**config.mk**
```make
export PLATFORM = sky130hd
export DESIGN_NAME = irqc_prog_port
export DESIGN_NICKNAME = d
export VERILOG_FILES = /design/src/rtl/irqc_port_pkg.sv /design/src/rtl/irqc_word_decode.sv /design/src/rtl/irqc_init_seq.sv /design/src/rtl/irqc_read_path.sv /design/src/rtl/irqc_prog_port.sv
export SDC_FILE = /design/constraint.sdc
export NUM_CORES = 1
export LEC_CHECK = 0
export ABC_CLOCK_PERIOD_IN_PS = 3340
export CAP_MARGIN = 20
export CORE_ASPECT_RATIO = 1.1
export CORE_UTILIZATION = 45
export DETAILED_ROUTE_END_ITERATION = 6
export HOLD_SLACK_MARGIN = 0.1
export PLACE_DENSITY = 0.82
export SYNTH_ARGS = -nofsm -noshare
export SYNTH_HDL_FRONTEND = slang
export SYNTH_SLANG_ARGS = --single-unit
```
**constraint.sdc**
```tcl
create_clock -name clk_i -period 3.34 [get_ports clk_i]
set_input_delay 0.668 -clock clk_i [delete_from_list [all_inputs] [get_ports clk_i]]
set_output_delay 0.668 -clock clk_i [all_outputs]
set_load 0.005 [all_outputs]
```
**src/rtl/irqc_port_pkg.sv**
```systemverilog
package irqc_port_pkg;
  typedef enum logic [1:0] {ST_RUN, ST_BASE, ST_SKIP, ST_EXTRA} seq_st_e;
  typedef enum logic [2:0] {
    OP_ROT_CLR  = 3'd0,
    OP_EOI      = 3'd1,
    OP_NOP      = 3'd2,
    OP_EOI_SPEC = 3'd3,
    OP_ROT_SET  = 3'd4,
    OP_EOI_ROT  = 3'd5,
    OP_SET_PRIO = 3'd6,
    OP_ROT_SPEC = 3'd7
  } op_e;
endpackage

```
**src/rtl/irqc_word_decode.sv**
```systemverilog
module irqc_word_decode
  import irqc_port_pkg::*;
#(
  parameter int DW = 8,
  parameter int LW = 3
) (
  input  logic          wr_i,
  input  logic          addr_i,
  input  logic [DW-1:0] wdata_i,
  output logic          is_init_o,
  output logic          is_ctrl_o,
  output logic          is_cmd_o,
  output logic          is_data_o,
  output op_e           op_o,
  output logic [LW-1:0] line_o
);
  logic cmd_space;
  assign cmd_space = wr_i && !addr_i;
  assign is_init_o = cmd_space && wdata_i[4];
  assign is_ctrl_o = cmd_space && !wdata_i[4] && wdata_i[3];
  assign is_cmd_o  = cmd_space && !wdata_i[4] && !wdata_i[3];
  assign is_data_o = wr_i && addr_i;
  assign op_o      = op_e'(wdata_i[7:5]);
  assign line_o    = wdata_i[LW-1:0];
endmodule

```
**src/rtl/irqc_init_seq.sv**
```systemverilog
module irqc_init_seq
  import irqc_port_pkg::*;
#(
  parameter int DW = 8,
  parameter int LW = 3
) (
  input  logic          clk_i,
  input  logic          rst_ni,
  input  logic          is_init_i,
  input  logic          is_data_i,
  input  logic [DW-1:0] wdata_i,
  output logic [DW-1:0] mask_o,
  output logic [DW-1:0] vec_base_o,
  output logic          nested_o,
  output logic          auto_eoi_o
);
  seq_st_e st_q;
  logic    need4_q;

  always_ff @(posedge clk_i or negedge rst_ni) begin
    if (!rst_ni) begin
      st_q       <= ST_RUN;
      need4_q    <= 1'b0;
      mask_o     <= '0;
      vec_base_o <= '0;
      nested_o   <= 1'b0;
      auto_eoi_o <= 1'b0;
    end else if (is_init_i) begin
      st_q       <= ST_BASE;
      need4_q    <= wdata_i[0];
      mask_o     <= '0;
      vec_base_o <= '0;
      nested_o   <= 1'b0;
      auto_eoi_o <= 1'b0;
    end else if (is_data_i) begin
      unique case (st_q)
        ST_RUN:  mask_o <= wdata_i;
        ST_BASE: begin
          vec_base_o <= {wdata_i[DW-1:LW], {LW{1'b0}}};
          st_q       <= ST_SKIP;
        end
        ST_SKIP: st_q <= need4_q ? ST_EXTRA : ST_RUN;
        ST_EXTRA: begin
          nested_o   <= wdata_i[4];
          auto_eoi_o <= wdata_i[1];
          st_q       <= ST_RUN;
        end
        default: st_q <= ST_RUN;
      endcase
    end
  end

  a_r3_base_aligned: assert property (@(posedge clk_i) disable iff (!rst_ni)
    (is_data_i && st_q == ST_BASE) |=> (vec_base_o[LW-1:0] == '0 && st_q == ST_SKIP));
  a_r4_skip_ignored: assert property (@(posedge clk_i) disable iff (!rst_ni)
    (is_data_i && st_q == ST_SKIP) |=> ($stable(mask_o) && $stable(vec_base_o) &&
                                        $stable(nested_o) && $stable(auto_eoi_o)));
  a_r6_mask_source: assert property (@(posedge clk_i) disable iff (!rst_ni)
    !$stable(mask_o) |-> ($past(is_init_i) || $past(is_data_i && st_q == ST_RUN)));
  a_r2_restart: assert property (@(posedge clk_i) disable iff (!rst_ni)
    is_init_i |=> (st_q == ST_BASE && mask_o == '0));
endmodule

```
**src/rtl/irqc_read_path.sv**
```systemverilog
module irqc_read_path #(
  parameter int DW = 8,
  parameter int LW = 3
) (
  input  logic          clk_i,
  input  logic          rst_ni,
  input  logic          rd_i,
  input  logic          addr_i,
  input  logic          clear_i,
  input  logic          arm_poll_i,
  input  logic          sel_we_i,
  input  logic          sel_val_i,
  input  logic [DW-1:0] req_i,
  input  logic [DW-1:0] isr_i,
  input  logic [DW-1:0] mask_i,
  input  logic          poll_hit_i,
  input  logic [LW-1:0] poll_line_i,
  output logic [DW-1:0] rdata_o,
  output logic          poll_ack_o
);
  localparam logic [DW-1:0] NO_WINNER = DW'((1 << LW) - 1);

  logic poll_q, sel_isr_q;
  logic [DW-1:0] rd_next;

  always_comb begin
    if (poll_q)      rd_next = poll_hit_i ? DW'(poll_line_i) : NO_WINNER;
    else if (addr_i) rd_next = mask_i;
    else             rd_next = sel_isr_q ? isr_i : req_i;
  end

  always_ff @(posedge clk_i or negedge rst_ni) begin
    if (!rst_ni) begin
      poll_q     <= 1'b0;
      sel_isr_q  <= 1'b0;
      rdata_o    <= '0;
      poll_ack_o <= 1'b0;
    end else begin
      poll_ack_o <= rd_i && poll_q && poll_hit_i;
      if (rd_i) rdata_o <= rd_next;
      if (clear_i) begin
        poll_q    <= 1'b0;
        sel_isr_q <= 1'b0;
      end else begin
        if (arm_poll_i)  poll_q <= 1'b1;
        else if (rd_i)   poll_q <= 1'b0;
        if (sel_we_i)    sel_isr_q <= sel_val_i;
      end
    end
  end

  a_r11_ack_cause: assert property (@(posedge clk_i) disable iff (!rst_ni)
    poll_ack_o |-> $past(rd_i && poll_q && poll_hit_i));
  a_r11_disarm: assert property (@(posedge clk_i) disable iff (!rst_ni)
    (rd_i && !arm_poll_i) |=> !poll_q);
endmodule

```
**src/rtl/irqc_prog_port.sv**
```systemverilog
module irqc_prog_port
  import irqc_port_pkg::*;
#(
  parameter int DW    = 8,
  parameter int LINES = 8
) (
  input  logic                     clk_i,
  input  logic                     rst_ni,
  input  logic                     wr_i,
  input  logic                     rd_i,
  input  logic                     addr_i,
  input  logic [DW-1:0]            wdata_i,
  input  logic [DW-1:0]            req_i,
  input  logic [DW-1:0]            isr_i,
  input  logic                     poll_hit_i,
  input  logic [$clog2(LINES)-1:0] poll_line_i,
  output logic [DW-1:0]            rdata_o,
  output logic                     poll_ack_o,
  output logic                     init_clear_o,
  output logic                     eoi_o,
  output logic                     eoi_rot_o,
  output logic                     eoi_spec_o,
  output logic                     rot_spec_o,
  output logic                     set_prio_o,
  output logic [$clog2(LINES)-1:0] cmd_line_o,
  output logic [DW-1:0]            vec_base_o,
  output logic                     auto_eoi_o,
  output logic                     nested_o,
  output logic                     special_mask_o,
  output logic                     rot_auto_eoi_o,
  output logic [DW-1:0]            mask_o
);
  localparam int LW = $clog2(LINES);

  logic    is_init, is_ctrl, is_cmd, is_data;
  op_e     op;
  logic [LW-1:0] line;

  irqc_word_decode #(.DW(DW), .LW(LW)) u_dec (
    .wr_i, .addr_i, .wdata_i,
    .is_init_o(is_init), .is_ctrl_o(is_ctrl), .is_cmd_o(is_cmd),
    .is_data_o(is_data), .op_o(op), .line_o(line)
  );

  irqc_init_seq #(.DW(DW), .LW(LW)) u_seq (
    .clk_i, .rst_ni, .is_init_i(is_init), .is_data_i(is_data), .wdata_i,
    .mask_o, .vec_base_o, .nested_o, .auto_eoi_o
  );

  irqc_read_path #(.DW(DW), .LW(LW)) u_rd (
    .clk_i, .rst_ni, .rd_i, .addr_i,
    .clear_i(is_init),
    .arm_poll_i(is_ctrl && wdata_i[2]),
    .sel_we_i(is_ctrl && wdata_i[1]),
    .sel_val_i(wdata_i[0]),
    .req_i, .isr_i, .mask_i(mask_o), .poll_hit_i, .poll_line_i,
    .rdata_o, .poll_ack_o
  );

  always_ff @(posedge clk_i or negedge rst_ni) begin
    if (!rst_ni) begin
      init_clear_o   <= 1'b0;
      eoi_o          <= 1'b0;
      eoi_rot_o      <= 1'b0;
      eoi_spec_o     <= 1'b0;
      rot_spec_o     <= 1'b0;
      set_prio_o     <= 1'b0;
      cmd_line_o     <= '0;
      special_mask_o <= 1'b0;
      rot_auto_eoi_o <= 1'b0;
    end else begin
      init_clear_o <= is_init;
      eoi_o        <= is_cmd && op == OP_EOI;
      eoi_rot_o    <= is_cmd && op == OP_EOI_ROT;
      eoi_spec_o   <= is_cmd && op == OP_EOI_SPEC;
      rot_spec_o   <= is_cmd && op == OP_ROT_SPEC;
      set_prio_o   <= is_cmd && op == OP_SET_PRIO;
      if (is_cmd) cmd_line_o <= line;
      if (is_init) begin
        special_mask_o <= 1'b0;
        rot_auto_eoi_o <= 1'b0;
      end else begin
        if (is_ctrl && wdata_i[6]) special_mask_o <= wdata_i[5];
        if (is_cmd && op == OP_ROT_CLR) rot_auto_eoi_o <= 1'b0;
        if (is_cmd && op == OP_ROT_SET) rot_auto_eoi_o <= 1'b1;
      end
    end
  end

  a_r9_strobe_onehot: assert property (@(posedge clk_i) disable iff (!rst_ni)
    $onehot0({init_clear_o, eoi_o, eoi_rot_o, eoi_spec_o, rot_spec_o, set_prio_o}));
  a_r2_init_clears: assert property (@(posedge clk_i) disable iff (!rst_ni)
    (wr_i && !addr_i && wdata_i[4]) |=> (init_clear_o && !special_mask_o && !rot_auto_eoi_o));
  a_r9_nop_quiet: assert property (@(posedge clk_i) disable iff (!rst_ni)
    (wr_i && !addr_i && wdata_i[7:3] == 5'b01000) |=>
      !(eoi_o || eoi_rot_o || eoi_spec_o || rot_spec_o || set_prio_o || init_clear_o));
  a_r7_smm_hold: assert property (@(posedge clk_i) disable iff (!rst_ni)
    !(wr_i && !addr_i) |=> $stable(special_mask_o) && $stable(rot_auto_eoi_o));
endmodule

```
* After elaboration in Yosys (flattened, before gate mapping)
Index checks and enable logic that the tools add are counted.
** Word-level totals
- Register bits :: 43
- Output and inout bits :: 38
- Word-level logic and storage cells :: 94
** Operators by class
- Equality and inequality tests :: 9
- Multiplexer cells :: 30
- Reductions and logical operators :: 36
** Operator list (count)
- $mux 8 :: 9
- $logic_and 1x1->1 :: 18
- $mux 1 :: 16
- $eq 3x3->1 const B :: 4
- $reduce_bool 2->1 :: 6
- $reduce_and 2->1 :: 4
- $mux 2 :: 3
- $pmux 2 s3 :: 1
- $reduce_bool 3->1 :: 2
- $eq 2x2->1 const B :: 2
- $reduce_bool 4->1 :: 1
- $eq 3x1->1 const B :: 1
- $eq 3x2->1 const B :: 1
- $logic_not 1->1 :: 3
- $logic_not 3->1 :: 1
- $mux 3 :: 1
- $eq 2x1->1 const B :: 1
- $logic_not 2->1 :: 1

* Logic depth before layout (Yosys ltp)
Gate-level depths: netlist of run 1.
- Word-level depth :: 8
- Depth in mapped cells :: 5
- Mapped depth without buffers :: 4

* Cells and area by module
Synthesis of run 1 repeated with hierarchy kept, for this count alone.
** Second synthesis, totals
- Cells, all modules :: 195
- Area, all modules :: 2001.9 um^2
** By module, submodules not included
- irqc_init_seq :: times used 1, cells each 90, area an instance 843.3 um^2
- irqc_read_path :: times used 1, cells each 65, area an instance 655.6 um^2
- irqc_prog_port :: times used 1, cells each 30, area an instance 415.4 um^2
- irqc_word_decode :: times used 1, cells each 10, area an instance 87.6 um^2

* Worst setup path before layout of run 1
No wires, ideal clock.
- Path kind :: input-to-reg
- Start point :: in wdata_i[4]
- End point :: reg cmd_line_o[0]
- Library setup time :: 0.125 ns
- Arrival time :: 1.701 ns
- Slack :: 1.514 ns
- Cell stages on the path :: 4
- Buffers on the path :: 2
- Cell sequence :: buf_6 > or4b_4 > buf_6 > mux2_4
** Between the ends
- Cells in the longest elaborated chain, start to end :: 3
** RTL lines
- start, declared :: RTL line irqc_prog_port.sv:12 : input logic [DW-1:0] wdata_i,
- $logic_not 1->1 :: RTL line irqc_word_decode.sv:21 : assign is_cmd_o = cmd_space && !wdata_i[4] && !wdata_i[3];
- $logic_and 1x1->1 (2 in series) :: RTL line irqc_word_decode.sv:21
- end signal, assigned :: RTL line irqc_prog_port.sv:78 : if (is_cmd) cmd_line_o <= line;
- end, declared :: RTL line irqc_prog_port.sv:25 : output logic [$clog2(LINES)-1:0] cmd_line_o,
No other way between the ends.
A chain may end at the register's enable or synchronous reset.

* Worst setup path after layout of run 1
- Start point :: in addr_i
- End point :: reg u_seq.vec_base_o[4]
** Between the ends
- Cells in the longest elaborated chain, start to end :: 5
- Elaborated cells on any way between the ends :: 8
** RTL lines
- start, declared :: RTL line irqc_prog_port.sv:11 : input logic addr_i,
- $logic_not 1->1 :: RTL line irqc_word_decode.sv:18 : assign cmd_space = wr_i && !addr_i;
- $logic_and 1x1->1 :: RTL line irqc_word_decode.sv:18
- $logic_and 1x1->1 :: RTL line irqc_word_decode.sv:19 : assign is_init_o = cmd_space && wdata_i[4];
- $reduce_bool 2->1 (no line)
- $reduce_and 2->1 (no line)
- end signal, assigned :: RTL line irqc_init_seq.sv:39 : vec_base_o <= {wdata_i[DW-1:LW], {LW{1'b0}}};
- end, declared :: RTL line irqc_init_seq.sv:13 : output logic [DW-1:0] vec_base_o,
Parallel ways exist; a longest one is shown, timed or not.

==> results of run 1 <==
==> metal layers <==
| layer | share of wire, % | vias up |
|---|---|---|
| met4 | 1.7 | 0 |
| met1 | 44 | 727 |
| li1 | - | 727 |
| met3 | 6.1 | 7 |
| met5 | 0 | - |
| met2 | 48 | 54 |
==> worst max-delay path, delay by kind of cell <==
| family | cells | cell delay (ps) |
|---|---|---|
| buffers and inverters | 3 | 920 |
| AO/OA/AOI/OAI | 1 | 500 |
| multiplexers | 1 | 390 |
==> cell families (layout without fill, tap and decap cells) <==
family	after synthesis	in the layout	synth area share (%)
AO/OA/AOI/OAI	44	44	17.2
AND/OR/NAND/NOR	49	49	14.5
other	1	3	0.198
multiplexers	16	16	9.90
buffers and inverters	19	83	5.41
flip-flops	40	40	52.8
==> per-stage QoR <==
step                utilization (%)  hold slack (ps)  area [sq um]
floorplan                         -              372          1900
global placement               64.2              467          2560
detailed placement             64.2              473          2560
CTS                            66.6              489          2660
global route                   66.6              503          2660
finish                         66.6              486          2660
==> synth_stat cells (3+ instances only) <==
| master | number |
|---|---|
| sky130_fd_sc_hd__mux2_4 | 3 |
| sky130_fd_sc_hd__a21oi_1 | 4 |
| sky130_fd_sc_hd__inv_1 | 6 |
| sky130_fd_sc_hd__a21bo_2 | 3 |
| sky130_fd_sc_hd__clkbuf_1 | 3 |
| sky130_fd_sc_hd__nand2_1 | 17 |
| sky130_fd_sc_hd__buf_4 | 3 |
| sky130_fd_sc_hd__nor2_1 | 3 |
| sky130_fd_sc_hd__o21ai_0 | 14 |
| sky130_fd_sc_hd__o2bb2ai_1 | 5 |
| sky130_fd_sc_hd__mux2_2 | 10 |
| sky130_fd_sc_hd__dfrtp_1 | 40 |
| sky130_fd_sc_hd__nor2b_1 | 7 |
| sky130_fd_sc_hd__mux2i_1 | 3 |
| sky130_fd_sc_hd__and2_1 | 5 |
| sky130_fd_sc_hd__nand3_1 | 4 |
| sky130_fd_sc_hd__a211oi_1 | 5 |
| sky130_fd_sc_hd__buf_2 | 4 |
| sky130_fd_sc_hd__a221o_1 | 3 |
==> report_power, final <==
group          switching, mW  total [mW]  internal, mW
registers             0.0701       0.641         0.571
logic                  0.125       0.376         0.251
clock network          0.160       0.328         0.168
total                  0.355        1.35         0.990
==> state kept, by name (all words and copies together), names as in the netlist, 2 cells and up <==
name              cells
u_seq.st_q            2
u_rd.rdata_o          8
u_seq.vec_base_o      5
u_seq.mask_o          8
cmd_line_o            3
==> worst paths after layout <==
kind | endpoint | slack, ps | depth (start not counted)
worst max register to register | u_rd.rdata_o[1] | 1870 | 3
worst max-delay path | u_seq.vec_base_o[4] | 1050 | 5
worst min-delay path | cmd_line_o[1] | 490 | 1
min in group clk_i | u_seq.need4_q | 490 | 2
max in group asynchronous | u_seq.mask_o[5] | 2310 | 1
worst min register to register | u_seq.need4_q | 490 | 2
==> cell type report <==
type	instances	area, sq um	share of cell area (%)
sequential	40	1000	37.6
multi-input combinational	112	800	30.1
timing repair buffer	68	673	25.3
clock buffer	7	86.3	3.25
tap	52	65.1	2.45
inverter	7	26.3	0.988
clock inverter	1	7.51	0.282
==> summary.log, run 1 <==
INFO  outcome        outcome=finished clean
INFO  yosys          seq_area_frac_synth=52.8%
INFO  grt            met2_usage=33.2%
INFO  timing         relSlewSlack=41.5%
INFO  finish         num_antenna_cells=0
INFO  routing        postRouteWirelength=4240microns
INFO  critical_path  crit_start=addr_i
INFO  critical_path  worst-endpoint-required=3520ps
INFO  clock_network  clock_sink_count=40
INFO  timing         finalMaxSlewViolations=0
INFO  floorplanning  die_width=63.9microns
INFO  power          power_density=506mW/mm^2
INFO  critical_path  critical_path.cell_chain=clkdlybuf4s50_1, buf_4, inv_1, o31ai_2, mux2_2
INFO  finish         synthToLayoutAreaGrowth=40.3%
INFO  critical_path  critPathMaxFanout=18
INFO  routing        ant_nets=0
INFO  timing         fin_skew=1.87ps
INFO  yosys          synth_top_cells_by_area=sky130_fd_sc_hd__dfrtp_1 53%, sky130_fd_sc_hd__mux2_2 5.9%, sky130_fd_sc_hd__o21ai_0 3.7%
INFO  grt            via_count_of_the_first_global_routing_pass=1445
INFO  routing        detail_route.iter0.violations=64
INFO  placement      place.port_buffers=67
INFO  yosys          synth_top_flop_cell=sky130_fd_sc_hd__dfrtp_1
INFO  power          total_leakage_power=1.13nW
INFO  timing         timing.setup.tns=0ps
INFO  clock_network  post_cts.resized_instances=0
INFO  power          peakVddDrop=341uV
INFO  finish         finalNonFillerCells=287
INFO  floorplanning  initial_utilization=47.5%
INFO  yosys          synth_largest_area_cell=sky130_fd_sc_hd__dfrtp_1
INFO  timing         max_slew.worst_pin.slew=877ps
INFO  yosys          ys.warnings.count=0
INFO  yosys          syn_avg_cell_area=11.2squm
INFO  yosys          synth_edf_count=0
INFO  clock_network  tritoncts=built
INFO  grt            grt_overflow=0
INFO  critical_path  cpPeakStageDelay=520ps
INFO  timing         post-route-min-period=2290ps
INFO  clock_network  number_of_hold_repair_buffers_added_at_the_cts_stage=0
INFO  clock_network  clkTransAtPathRegs=70ps
INFO  critical_path  r2r_start=u_rd.sel_isr_q
INFO  grt            grt_start_max_net_pins=41
INFO  flow_run       maxCapViolations=0
INFO  grt            grt_use_met1=26.3%
INFO  floorplanning  die-area=0.00448sqmm
INFO  finish         most-common-layout-cells=66 x sky130_fd_sc_hd__clkdlybuf4s50_1, 40 x sky130_fd_sc_hd__dfrtp_1, 17 x sky130_fd_sc_hd__nand2_1, 14 x sky130_fd_sc_hd__o21ai_0, 10 x sky130_fd_sc_hd__mux2_2
INFO  routing        remaining_drc_errors=0
INFO  routing        viasPerCell=5.28
INFO  finish         layout_commonest_cell=sky130_fd_sc_hd__clkdlybuf4s50_1
INFO  yosys          synthArstFlopShare=100%
INFO  grt            grt_pass1_wl=6930microns
INFO  critical_path  worst-endpoint-arrival=2470ps
INFO  routing        via_count=1515
INFO  critical_path  slowest_stage=sky130_fd_sc_hd__clkdlybuf4s50_1
INFO  critical_path  end_kind=register
INFO  grt            globalRoute.busiestLayer=met2
INFO  grt            grt_antenna_before_repair=0
INFO  floorplanning  placementRows=24
INFO  timing         rsz0062_at_grt=false
INFO  placement      routabilityCongestion=0.840
INFO  placement      post-place-ws=740ps
INFO  clock_network  insertion_delay=290ps
INFO  placement      dpl.hpwl=3130microns
INFO  finish         num-nets-final=267
INFO  clock_network  cts_made_buffers=5
INFO  yosys          synth.cell_area=0.00190sqmm
INFO  critical_path  worstSetupStartpointType=input pin
INFO  floorplanning  io_pins=71
INFO  min_path       min-delay-path-class=in -> async
INFO  floorplanning  die_height=70.1microns
INFO  clock_network  cts.repair_timing.setup_buffer_count=0
INFO  routing        drt_first_pass_iters=4
INFO  yosys          synthCells=169
INFO  placement      dp.cells=279
INFO  floorplanning  coreArea=0.00399sqmm
INFO  clock_network  ctsRootBufferMaster=sky130_fd_sc_hd__clkbuf_8
INFO  finish         drive_above_1_share=12.8%
INFO  timing         post-route-worst-setup-slack=1050ps
INFO  grt            track_usage=20.7%
INFO  critical_path  worst-setup-path-type=in -> reg
INFO  clock_network  h-tree-depth=2
INFO  timing         min_period_over_period=68.7%
INFO  timing         timing.final.hold_violations=0
INFO  routing        average_wire_per_standard_cell=14.8microns
INFO  finish         fillerInstances=327
INFO  power          design_power_total=1.35mW
INFO  timing         setup_viols_final=0
INFO  grt            grt_use_met3=6.54%
INFO  yosys          post-synth-top-area-fraction=52.8%
INFO  yosys          postSynthRegisterBits=40
INFO  yosys          yosysUniqueCellTypes=39
INFO  clock_network  cts.path.max_buffers=2
INFO  timing         fmax=0.436GHz
Note: power is estimated with default switching activity, not from simulation.
==> run 2, diff against run 1 <==
ABC_CLOCK_PERIOD_IN_PS = 2000   (was 3340)
CORE_UTILIZATION = 40   (was 45)
PLACE_DENSITY = 0.77   (was 0.82)
clock period = 2 ns   (was 3.34 ns; I/O delays follow)
==> run 2 against run 1 <==
  * Non-clock buffer count grew 17
  * Die area grew 12%
  * Power rose by 82%
  * Sequential cell count is the same
  * Via count grew 4.8%
  * Final cell count grew 6.6%
  * Critical path type unchanged
==> summary.log, run 2 (synthesis gave the netlist of run 1 again) <==
INFO  outcome        outcome=finished clean
INFO  power          power_density=865mW/mm^2 [+71%]
INFO  timing         fmax=0.592GHz
INFO  clock_network  clock_sink_count=40 [unchanged]
INFO  finish         sequential_cell_area=0.00100sqmm [unchanged]
INFO  finish         fillerInstances=356 [+8.9%]
INFO  floorplanning  placementRows=25 [+4.2%]
INFO  floorplanning  coreArea=0.00441sqmm [+10%]
INFO  placement      dpl.hpwl=3520microns [+12%]
INFO  timing         post-route-worst-setup-slack=312ps [-734 ps]
INFO  clock_network  ctsRootBufferMaster=sky130_fd_sc_hd__clkbuf_8
INFO  timing         rsz0062_at_grt=false
INFO  floorplanning  die_width=67.6microns [+5.9%]
INFO  timing         relSlewSlack=62.2% [+21 points]
INFO  timing         post-route-min-period=1690ps
INFO  critical_path  ff2ff_path_depth=3 [unchanged]
INFO  timing         setup_viols_final=0 [unchanged]
INFO  finish         synthToLayoutAreaGrowth=49.0%
INFO  critical_path  worstSetupStartpointType=input pin
INFO  grt            via_count_of_the_first_global_routing_pass=1631 [+13%]
INFO  power          peakVddDrop=441uV [+29%]
INFO  clock_network  post_cts.resized_instances=0 [unchanged]
INFO  floorplanning  die_height=74.2microns [+5.9%]
INFO  grt            grt_pass1_wl=7600microns [+9.8%]
INFO  placement      dp.cells=297 [+6.5%]
INFO  routing        detail_route.iter0.violations=46 [-28%]
INFO  finish         drive_above_1_share=18.7% [+5.9 points]
INFO  timing         max_slew.worst_pin.slew=567ps [-309 ps]
INFO  finish         multi_input_gate_area_in_the_final_layout=800squm [unchanged]
INFO  clock_network  cts_made_buffers=5 [unchanged]
INFO  grt            track_usage=20.9% [+0.21 points]
INFO  flow_run       maxCapViolations=0 [unchanged]
INFO  grt            grt_start_max_net_pins=26 [-37%]
INFO  critical_path  worst-endpoint-required=2180ps [-1340 ps]
INFO  floorplanning  die-area=0.00502sqmm [+12%]
INFO  routing        via_count=1588 [+4.8%]
INFO  clock_network  tritoncts=built
INFO  routing        ant_nets=0 [unchanged]
INFO  power          total_leakage_power=1.23nW [+8.9%]
INFO  floorplanning  initial_utilization=43.0% [-4.5 points]
INFO  grt            grt_overflow=0 [unchanged]
INFO  placement      post-place-ws=10.3ps [-730 ps]
INFO  timing         timing.setup.tns=0ps [unchanged]
INFO  timing         finalMaxSlewViolations=0 [unchanged]
INFO  finish         num_antenna_cells=0 [unchanged]
INFO  finish         finalNonFillerCells=306 [+6.6%]
INFO  timing         fin_skew=9.13ps [+7.26 ps]
INFO  floorplanning  io_pins=71 [unchanged]
INFO  finish         largestRegisters=u_rd.rdata_o x8, u_seq.mask_o x8, u_seq.vec_base_o x5
INFO  clock_network  cts.path.max_buffers=2 [unchanged]
INFO  routing        average_wire_per_standard_cell=15.4microns [+4.0%]
INFO  finish         num-nets-final=284 [+6.4%]
INFO  placement      routabilityCongestion=0.809 [-3.7%]
INFO  timing         min_period_over_period=84.4%
INFO  min_path       min-delay-path-class=reg -> reg
INFO  critical_path  end_kind=register
INFO  min_path       worstHoldPathCells=1
INFO  grt            grt_antenna_before_repair=0 [unchanged]
INFO  critical_path  worst-endpoint-arrival=1870ps [-600 ps]
INFO  routing        viasPerCell=5.19 [-1.7%]
INFO  clock_network  cts.repair_timing.setup_buffer_count=0 [unchanged]
INFO  critical_path  worst-setup-path-type=in -> reg
INFO  critical_path  critPathMaxFanout=6 [-12]
INFO  routing        drt_first_pass_iters=4 [unchanged]
INFO  clock_network  h-tree-depth=2 [unchanged]
INFO  routing        remaining_drc_errors=0 [unchanged]
INFO  finish         layout_commonest_cell=sky130_fd_sc_hd__clkdlybuf4s50_1
INFO  clock_network  clkTransAtPathRegs=70ps [about the same]
INFO  timing         timing.final.hold_violations=0 [unchanged]
INFO  routing        postRouteWirelength=4700microns [+11%]
INFO  finish         most-common-layout-cells=66 x sky130_fd_sc_hd__clkdlybuf4s50_1, 40 x sky130_fd_sc_hd__dfrtp_1, 17 x sky130_fd_sc_hd__nand2_1, 17 x sky130_fd_sc_hd__buf_4, 14 x sky130_fd_sc_hd__o21ai_0
INFO  clock_network  insertion_delay=300ps [about the same]
INFO  placement      place.port_buffers=67 [unchanged]
## run 2: metrics by stage
step | util (%) | hold WS [ps] | total power, mW | area [sq um]
after floorplan | - | 104 | 1.31 | 1900
after global placement | 60.9 | 403 | 1.73 | 2690
after detailed placement | 60.9 | 414 | 1.74 | 2690
after CTS | 64.0 | 498 | 2.46 | 2820
after global routing | 64.0 | 513 | 2.58 | 2820
final | 64.0 | 495 | 2.44 | 2820
## run 2: final timing paths
| kind | from | end | slack, ps |
|---|---|---|---|
| setup / recovery | addr_i | u_seq.mask_o[6] | 310 |
| hold / removal | u_rd.rdata_o[4] | u_rd.rdata_o[4] | 500 |
| setup reg to reg | u_rd.sel_isr_q | u_rd.rdata_o[0] | 510 |
| hold reg to reg | u_rd.rdata_o[4] | u_rd.rdata_o[4] | 500 |
| max in group asynchronous | rst_ni | cmd_line_o[1] | 840 |
| min in group asynchronous | rst_ni | u_rd.poll_ack_o | 610 |
## run 2: critical path, cell delays in order
cell	delay (ps)
sky130_fd_sc_hd__clkdlybuf4s50_1	550
sky130_fd_sc_hd__nand3b_1	250
sky130_fd_sc_hd__inv_1	120
sky130_fd_sc_hd__nor2_4	200
sky130_fd_sc_hd__mux2_2	350
## run 2: report_power, final
part,total (mW),internal (mW),switching (mW)
logic,0.658,0.443,0.215
registers,1.07,0.953,0.116
clock network,0.717,0.440,0.277
## run 2: final cells by class
class                   instances  area share (%)
clock inverters                 1            1.06
repair buffers                 85            28.4
multi-input cells             112            28.3
flip-flops and latches         40            35.4
well taps                      54            2.39
inverters                       7           0.930
clock buffers                   7            3.41
## run 2: layer usage
metal,routed length (microns),global-route usage [%],vias up,share of wire (%)
met3,239,4.29,13,5.1
met4,117,10.6,0,2.5
met2,2260,33.9,56,48
met5,0,0,-,0
li1,-,-,762,-
met1,2090,26.2,757,44
## run 2: what timing repair did
action,in CTS,in global routing
hold buffers,1,0
hold endpoints to repair,18,0
setup endpoints to repair,0,0
==> run 3, diff against run 2 <==
ABC_CLOCK_PERIOD_IN_PS = 1700   (was 2000)
CORE_UTILIZATION = 44   (was 40)
PLACE_DENSITY = 0.81   (was 0.77)
clock period = 1.7 ns   (was 2 ns; I/O delays follow)
==> run 3 against run 2 <==
  * Final area rose by 0.49%
  * Register-to-register slack got worse by 270 ps
  * Largest cell class unchanged
  * First-iteration DRC count rose by 80%
  * Largest power group unchanged
  * Clock-buffer cell count fell by 1
  * Die area fell by 8.8%
  * Sequential cell count did not move
==> summary.log, run 3 (synthesis gave the netlist of run 1 again) <==
INFO  clock_network  ctsRootBufferMaster=sky130_fd_sc_hd__clkbuf_8
INFO  critical_path  worstSetupStartpointType=input pin
INFO  placement      place.port_buffers=67 [unchanged]
INFO  routing        detail_route.iter0.violations=83 [+80%]
INFO  finish         most-common-layout-cells=66 x sky130_fd_sc_hd__clkdlybuf4s50_1, 40 x sky130_fd_sc_hd__dfrtp_1, 19 x sky130_fd_sc_hd__buf_4, 17 x sky130_fd_sc_hd__nand2_1, 14 x sky130_fd_sc_hd__o21ai_0
INFO  finish         num_antenna_cells=0 [unchanged]
INFO  power          peakVddDrop=562uV [+27%]
INFO  grt            grt_antenna_before_repair=0 [unchanged]
INFO  routing        via_count=1631 [+2.7%]
INFO  routing        drt_first_pass_iters=7 [+3]
INFO  power          total_leakage_power=1.24nW [+0.85%]
INFO  critical_path  timing.critical_path.max_delay_family=buffers and inverters
INFO  critical_path  critPathMaxFanout=6 [unchanged]
INFO  critical_path  worst-endpoint-required=1890ps [-290 ps]
INFO  finish         finalNonFillerCells=307 [+0.33%]
INFO  outcome        outcome=finished clean
INFO  finish         multi_input_gate_area_in_the_final_layout=800squm [unchanged]
INFO  timing         finalMaxSlewViolations=0 [unchanged]
INFO  power          seqPwrFrac=44.4% [+0.6 points]
INFO  clock_network  clock_sink_count=40 [unchanged]
INFO  floorplanning  die_height=70.8microns [-4.5%]
INFO  power          design_power_total=2.82mW [+16%]
INFO  power          power.share.clock=27.6% [-1.7 points]
INFO  clock_network  post_cts.resized_instances=0 [unchanged]
INFO  floorplanning  coreArea=0.00405sqmm [-8.1%]
INFO  flow_run       maxCapViolations=0 [unchanged]
INFO  critical_path  critical_path_buf_inv_count=2 [unchanged]
INFO  placement      dp.cells=298 [+0.34%]
INFO  timing         timing.hold.ws=492ps [-3.24 ps]
INFO  floorplanning  die-area=0.00457sqmm [-8.8%]
INFO  power          pwr-share-comb=28.0% [+1.1 points]
INFO  timing         timing.final.hold_violations=0 [unchanged]
INFO  min_path       min-delay-path-class=reg -> reg
INFO  finish         fillerInstances=316 [-11%]
INFO  power          swShare=26.2% [+1.3 points]
INFO  critical_path  rrSetupSlack=240ps [-270 ps]
INFO  critical_path  worst-endpoint-arrival=1840ps [-30 ps]
INFO  clock_network  insertion_delay=300ps [about the same]
INFO  finish         synthToLayoutAreaGrowth=49.7%
INFO  clock_network  h-tree-depth=2 [unchanged]
INFO  floorplanning  io_pins=71 [unchanged]
INFO  placement      dpl.hpwl=3470microns [-1.4%]
INFO  timing         min_period_over_period=97.6%
INFO  grt            grt_overflow=0 [unchanged]
INFO  timing         setup_viols_final=0 [unchanged]
INFO  routing        ant_nets=0 [unchanged]
INFO  clock_network  tritoncts=built
INFO  floorplanning  die_width=64.6microns [-4.5%]
INFO  routing        viasPerCell=5.31 [+2.4%]
INFO  clock_network  cts_made_buffers=5 [unchanged]
INFO  power          net-switching-power=0.739mW [+22%]
INFO  critical_path  slowest_stage=sky130_fd_sc_hd__clkdlybuf4s50_1
INFO  grt            via_count_of_the_first_global_routing_pass=1596 [-2.1%]
INFO  finish         largestRegisters=u_rd.rdata_o x8, u_seq.mask_o x8, u_seq.vec_base_o x5
INFO  floorplanning  placementRows=24 [-4.0%]
INFO  clock_network  clkTransAtPathRegs=70ps [about the same]
INFO  grt            grt_start_max_net_pins=24 [-7.7%]
INFO  finish         layout_commonest_cell=sky130_fd_sc_hd__clkdlybuf4s50_1
INFO  finish         sequential_cell_area=0.00100sqmm [unchanged]
INFO  timing         fmax=0.603GHz
INFO  grt            grt_pass1_wl=7600microns [about the same]
INFO  grt            track_usage=22.2% [+1.3 points]
INFO  routing        postRouteWirelength=4730microns [+0.62%]
INFO  timing         rsz0062_at_grt=false
INFO  critical_path  end_kind=register
INFO  power          p_int=2.09mW [+14%]
INFO  clock_network  cts.path.max_buffers=2 [unchanged]
INFO  critical_path  worst-setup-path-type=in -> reg
INFO  power          power_density=995mW/mm^2 [+15%]
INFO  floorplanning  initial_utilization=46.8% [+3.8 points]
INFO  finish         num-nets-final=287 [+1.1%]
INFO  placement      routabilityCongestion=0.814 [+0.58%]
INFO  routing        average_wire_per_standard_cell=15.4microns [+0.29%]
INFO  finish         drive_above_1_share=19.2% [+0.56 points]
INFO  timing         post-route-min-period=1660ps
INFO  critical_path  cpPeakStageDelay=500ps [-50 ps]
INFO  critical_path  critical_path.cell_chain=clkdlybuf4s50_1, buf_4, and4bb_2, nor2_4, mux2_2
INFO  timing         fin_skew=5.82ps [-3.31 ps]
INFO  routing        remaining_drc_errors=0 [unchanged]
==> run 3: changes by cell type in the layout (fill, tap and decap cells not counted) <==
cell,change
sky130_fd_sc_hd__buf_4,+2
sky130_fd_sc_hd__clkbuf_1,+1
sky130_fd_sc_hd__buf_12,+1
sky130_fd_sc_hd__clkbuf_8,-2
sky130_fd_sc_hd__clkinv_2,+1
==> run 3: routing by layer <==
layer | GRT usage [%] | wire length, microns | up-vias | share of wire [%]
met3 | 6.13 | 257 | 10 | 5.4
met4 | 8.15 | 81 | 0 | 1.7
met1 | 27.5 | 2040 | 798 | 43
li1 | - | - | 765 | -
met2 | 36.8 | 2360 | 58 | 50
met5 | 0 | 0 | - | 0
==> run 3: timing repair <==
action / 4_1_cts / 5_1_grt
buffers inserted: 0 / 0
hold buffers: 1 / 0
endpoints found under the hold margin: 17 / 0
==> run 3: through the flow <==
stage | TNS, ps | util, % | cell area (sq um) | worst slack, ps
floorplan | 0 | - | 1900 | 202
global placement | -3200 | 67.1 | 2720 | -205
detailed placement | -3610 | 67.1 | 2720 | -246
CTS | 0 | 70.0 | 2840 | 72.8
global route | 0 | 70.0 | 2840 | 2.82
finish | 0 | 70.0 | 2840 | 41.6
==> run 3: power by group through the flow <==
| stage | Clock, mW | Combinational, mW | Sequential, mW |
|---|---|---|---|
| 2_1_floorplan | 0 | 0.286 | 1.25 |
| 3_3_place_gp | 0 | 0.772 | 1.27 |
| 3_5_place_dp | 0 | 0.792 | 1.27 |
| 4_1_cts | 0.797 | 0.800 | 1.25 |
| 5_1_grt | 0.828 | 0.857 | 1.28 |
| 6_report | 0.780 | 0.792 | 1.25 |
==> run 3: path summary, 6_finish.rpt <==
path	from	end	cells past startpoint
worst min-delay path	u_rd.rdata_o[6]	u_rd.rdata_o[6]	1
worst max register to register	u_seq.st_q[1]	u_seq.mask_o[5]	3
max in group asynchronous	rst_ni	u_rd.rdata_o[7]	3
min in group asynchronous	rst_ni	u_seq.nested_o	2
worst max-delay path	wr_i	u_seq.mask_o[5]	5
worst min register to register	u_rd.rdata_o[6]	u_rd.rdata_o[6]	1
==> run 3: area by class of cell <==
cell class | count | share of cell area [%]
flip-flops and latches | 40 | 35.3
repair buffers | 88 | 29.5
multi-input cells | 112 | 28.2
clock buffers | 6 | 2.56
well taps | 52 | 2.29
clock inverters | 2 | 1.23
inverters | 7 | 0.926
